### config.mk
export PLATFORM = sky130hd
export DESIGN_NAME = coef_addsub_stream
export DESIGN_NICKNAME = d
export VERILOG_FILES = /design/src/rtl/modq_pkg.sv /design/src/rtl/modq_add.sv /design/src/rtl/modq_sub.sv /design/src/rtl/coef_reg_stage.sv /design/src/rtl/coef_addsub_stream.sv
export SDC_FILE = /design/constraint.sdc
export NUM_CORES = 1
export LEC_CHECK = 0
export ABC_AREA = 1
export BUFFER_PORTS_ARGS = -buffer_cell sky130_fd_sc_hd__buf_2
export CAP_MARGIN = 20
export CORE_UTILIZATION = 46
export CTS_BUF_LIST = sky130_fd_sc_hd__clkbuf_2 sky130_fd_sc_hd__clkbuf_4 sky130_fd_sc_hd__clkbuf_8
export CTS_CLUSTER_DIAMETER = 30
export CTS_CLUSTER_SIZE = 10
export DETAILED_ROUTE_END_ITERATION = 10
export GPL_ROUTABILITY_DRIVEN = 0
export MAX_ROUTING_LAYER = met4
export PLACE_DENSITY = 0.67
export SLEW_MARGIN = 5
export SYNTH_ARGS = -nofsm -noshare
export SYNTH_HDL_FRONTEND = slang
export SYNTH_SLANG_ARGS = --single-unit
### constraint.sdc
create_clock -name clk -period 4.7 [get_ports clk]
set_input_delay 0.94 -clock clk [delete_from_list [all_inputs] [get_ports clk]]
set_output_delay 0.94 -clock clk [all_outputs]
set_load 0.01 [all_outputs]
### src/rtl/modq_pkg.sv
package modq_pkg;
  typedef enum logic {OP_ADD = 1'b0, OP_SUB = 1'b1} op_e;
endpackage

### src/rtl/modq_add.sv
module modq_add #(
  parameter int W = 12,
  parameter int Q = 3329
) (
  input  logic [W-1:0] a,
  input  logic [W-1:0] b,
  output logic [W-1:0] r
);
  localparam logic [W:0] QX = (W+1)'(Q);
  logic [W:0] sum;
  logic [W:0] sum_m;
  always_comb begin
    sum   = {1'b0, a} + {1'b0, b};
    sum_m = sum - QX;
    r     = (sum >= QX) ? sum_m[W-1:0] : sum[W-1:0];
  end
endmodule

### src/rtl/modq_sub.sv
module modq_sub #(
  parameter int W = 12,
  parameter int Q = 3329
) (
  input  logic [W-1:0] a,
  input  logic [W-1:0] b,
  output logic [W-1:0] r
);
  localparam logic [W:0] QX = (W+1)'(Q);
  logic [W:0] diff;
  logic [W:0] diff_p;
  always_comb begin
    diff   = {1'b0, a} - {1'b0, b};
    diff_p = diff + QX;
    r      = (a < b) ? diff_p[W-1:0] : diff[W-1:0];
  end
endmodule

### src/rtl/coef_reg_stage.sv
module coef_reg_stage #(
  parameter int W = 12
) (
  input  logic         clk,
  input  logic         rst,
  input  logic         up_valid,
  output logic         up_ready,
  input  logic [W-1:0] up_data,
  output logic         dn_valid,
  input  logic         dn_ready,
  output logic [W-1:0] dn_data
);
  logic take;
  assign up_ready = !dn_valid || dn_ready;
  assign take     = up_valid && up_ready;

  always_ff @(posedge clk) begin
    if (rst) begin
      dn_valid <= 1'b0;
    end else if (take) begin
      dn_valid <= 1'b1;
    end else if (dn_ready) begin
      dn_valid <= 1'b0;
    end
  end

  always_ff @(posedge clk) begin
    if (take) dn_data <= up_data;
  end

  assert_accept_lat_R4: assert property (@(posedge clk) disable iff (rst)
    take |=> dn_valid);

  assert_stall_hold_R6: assert property (@(posedge clk) disable iff (rst)
    (dn_valid && !dn_ready) |=> (dn_valid && $stable(dn_data)));

  logic rst_q;
  always_ff @(posedge clk) rst_q <= rst;
  always_ff @(posedge clk) begin
    if (rst_q) assert_rst_clear_R7: assert (!dn_valid);
  end
endmodule

### src/rtl/coef_addsub_stream.sv
module coef_addsub_stream #(
  parameter int W = 12,
  parameter int Q = 3329
) (
  input  logic         clk,
  input  logic         rst,
  input  logic         in_valid,
  output logic         in_ready,
  input  logic         in_mode,
  input  logic [W-1:0] in_a,
  input  logic [W-1:0] in_b,
  output logic         out_valid,
  input  logic         out_ready,
  output logic [W-1:0] out_coef
);
  import modq_pkg::*;
  localparam logic [W-1:0] QW = W'(Q);

  logic [W-1:0] r_add, r_sub, r_sel;
  op_e          op;

  assign op = op_e'(in_mode);

  modq_add #(.W(W), .Q(Q)) u_add (.a(in_a), .b(in_b), .r(r_add));
  modq_sub #(.W(W), .Q(Q)) u_sub (.a(in_a), .b(in_b), .r(r_sub));

  always_comb begin
    case (op)
      OP_SUB:  r_sel = r_sub;
      default: r_sel = r_add;
    endcase
  end

  coef_reg_stage #(.W(W)) u_stage (
    .clk      (clk),
    .rst      (rst),
    .up_valid (in_valid),
    .up_ready (in_ready),
    .up_data  (r_sel),
    .dn_valid (out_valid),
    .dn_ready (out_ready),
    .dn_data  (out_coef)
  );

  assert_in_reduced_R3: assert property (@(posedge clk) disable iff (rst)
    in_valid |-> (in_a < QW && in_b < QW));

  assert_out_range_R3: assert property (@(posedge clk) disable iff (rst)
    out_valid |-> (out_coef < QW));
endmodule

==> out/qor.yml <==
run_status:
  status: "completed"
clock_tree:
  cts_max_level: 1
  cts_buffer_depth: 2
  worstSkewPairLatency_ns: 0.23
  hold_buffers: 0
  clkSlewWorstSetupHoldPaths_ns: 0.05
  numCtsBuffers: 3
  postCtsResizedCells: 0
  clkSinkCount: 13
  cts_tree: "done"
  cts-root-buf: "clkbuf_8"
  post_cts_buffers: 0
layout:
  post-route-util_pct: 52.3
  drive_above_1_share_pct: 18.8
  antenna_cells: 0
  area_delta_synth_final_pct: 9.08
  final_cells: 575
  final_nets: 559
sta:
  post-route-period-util_pct: 70.1
  hold_viol: 0
  finClkSkew_ns: 0.00234
  max_clock_freq_ghz: 0.304
  setup_tns_ns: 0
  slew_headroom_pct: 68.9
  report.final.slew_viol_count: 0
  rsz0062_at_grt: "no"
  period_needed_ns: 3.29
  hold_slack_ns: 0.494
  setup-violations-final: 0
  tightest_slew_ns: 0.464
pwr:
  powerDensity_nw_per_um2: 228
  total_power_mw: 0.706
  irDropWorstVdd_v: 0.000163
  p_leak_nw: 1.71
synthesis:
  synth_nets: 526
  seq_area_frac_synth_pct: 13.4
  synthMuxAreaShare_pct: 0
  synth_top_family_by_area: "simple AND/OR/NAND/NOR gates"
  ys_ff_latch: 13
  synth-async-reset-ratio_pct: 0
  synth.most_common_cell: "nand2_1"
  synth.distinct_cells: 34
  avgSynthCellArea_um2: 6.07
  synth-xor-area-share_pct: 4.32
  ys_top_cells_by_area: "nand2_1 (20%), edfxtp_1 (13%), ha_1 (12%)"
  ys.warnings.count: 0
  synthAdderAreaFrac_pct: 13.3
  synth_cells: 468
  synth-simple-area-share_pct: 46.6
  synth_edf_count: 12
  netlist_area_um2: 2840
  yosysTopAreaCellShare_pct: 19.8
  synth_compound_area_share_pct: 9.48
  synth_flop_cell: "edfxtp_1"
  synthTopCellsByCount: "nand2_1 (150), inv_1 (64), nand3_1 (39), nor2_1 (29), ha_1 (27)"
  synth_area_leader_cell: "nand2_1"
place:
  dp_cells: 570
  dpl.hpwl_um: 5740
  portBuffers: 42
route:
  wl_um: 6680
  ant_nets: 0
  wl_per_cell_um: 11.6
  drt_iter0_drc: 129
  first_pass_iters: 4
  vias: 2927
  drcViolationCount: 0
  via_per_inst: 5.09
global_routing:
  overflow: 0
  grt_pass1_vias: 2619
  grt_usage_pct: 22.4
  grt_first_pass_wirelength_um: 11300
  antenna_found_initial: 0
  grt_max_degree: 17
worst_setup_path:
  cp-start-kind: "primary input"
  critical_path_class: "primary input to flip-flop"
  r2r_slack_ns: 3.57
  timing.rr.start: "u_stage.dn_valid$_SDFFE_PP0P_"
  reg2reg_depth: 2
  cp.arrival_ns: 3.28
  endpoint_kind: "flip-flop"
  timing.rr.end: "u_stage.dn_data[1]$_DFFE_PP_"
  critPathMaxFanout: 13
  cp.required_ns: 4.69
die:
  io_pins: 43
  coreArea_um2: 5920
  dieWidth_um: 80.6
  initial_utilization_pct: 48.0
  die_h_um: 80.6
  rows: 28
  die-area_um2: 6490
hold_path:
  hold_path_class: "flip-flop to flip-flop"
  hold_end: "u_stage.dn_valid$_SDFFE_PP0P_"
  hold_depth: 2
  min_from: "u_stage.dn_valid$_SDFFE_PP0P_"
run:
  max_cap_viol_count: 0
## state kept, by name (all words and copies together) (netlist names)
signal	cells
u_stage.dn_valid	1
u_stage.dn_data	12
## worst max-delay path: stages
cell	delay, ns
buf_2	0.11
ha_1	0.24
fa_1	0.43
inv_1	0.13
nand2_1	0.08
nor2_2	0.14
nand3_1	0.10
nor2_2	0.15
nand3_1	0.10
nor2_1	0.14
nor2_2	0.08
nand2_4	0.14
nand3_4	0.20
nand2_1	0.13
nand2_1	0.06
nand2_1	0.05
nand2_1	0.06
## worst max path at each step
stage / slack, ns / startpoint / depth (start not counted) / end
after floorplan: 1.60 / in_a[0] / 17 / u_stage.dn_data[4]$_DFFE_PP_
after global placement: 1.21 / in_a[0] / 17 / u_stage.dn_data[10]$_DFFE_PP_
after detailed placement: 1.17 / in_a[0] / 17 / u_stage.dn_data[10]$_DFFE_PP_
after CTS: 1.41 / in_a[0] / 17 / u_stage.dn_data[10]$_DFFE_PP_
after global routing: 1.12 / in_a[0] / 17 / u_stage.dn_data[9]$_DFFE_PP_
final: 1.41 / in_a[0] / 17 / u_stage.dn_data[10]$_DFFE_PP_
## per-layer routing
metal | vias to the layer above | track usage, % | routed length, um
met5 | - | - | 0
met4 | 0 | 6.96 | 131
met3 | 10 | 0.909 | 297
met2 | 76 | 38.5 | 3120
met1 | 1275 | 28.3 | 3140
li1 | 1566 | - | -
## metrics by stage
| step | worst slack, ns | cell area (um^2) |
|---|---|---|
| floorplan | 1.60 | 2840 |
| global placement | 1.21 | 3040 |
| detailed placement | 1.17 | 3040 |
| CTS | 1.41 | 3090 |
| global route | 1.12 | 3100 |
| finish | 1.41 | 3100 |
## final cells by class
type | count | area, um^2
repair buffers | 43 | 218
inverters | 70 | 263
multi-input cells | 370 | 2090
flip-flops and latches | 13 | 380
clock buffers | 4 | 48.8
fillers | 616 | 2820
well taps | 75 | 93.8
## power by group
part / leakage [nW] / internal [mW] / total (mW) / switching, mW
sequential: 0.126 / 0.150 / 0.154 / 0.00337
clock: 0.0262 / 0.0653 / 0.101 / 0.0355
combinational: 1.56 / 0.155 / 0.451 / 0.296
total: 1.71 / 0.371 / 0.706 / 0.335
## logic make-up (layout without fill, tap and decap cells)
logic type / Yosys count / count (layout)
and+or+nand+nor: 284 / 284
AOI/OAI and AO/OA: 43 / 43
buffers and inverters: 85 / 117
adders and majority gates: 29 / 29
DFF: 13 / 13
xor gates and xnor gates: 14 / 14
## cells in the final DEF, fill, tap and decap left out
master	instances
nand2_1	150
inv_1	64
buf_2	42
nand3_1	39
nor2_1	29
ha_1	27
nand4_1	25
nand2_2	22
a21oi_1	17
o21ai_0	12
xor2_1	12
edfxtp_1	12
nor2_2	6
inv_2	6
nand3_2	4
o21bai_1	4
nor2_4	3
nor3_1	3
clkbuf_8	3
a21oi_4	2
a21oi_2	2
xnor2_1	2
o211ai_1	2
fa_1	2
a21boi_1	1
nand2_4	1
nand3_4	1
a221oi_1	1
nand3b_1	1
o21ai_1	1
o21a_1	1
clkbuf_4	1
buf_4	1
dfxtp_1	1
Note: power is estimated with default switching activity, not from simulation.
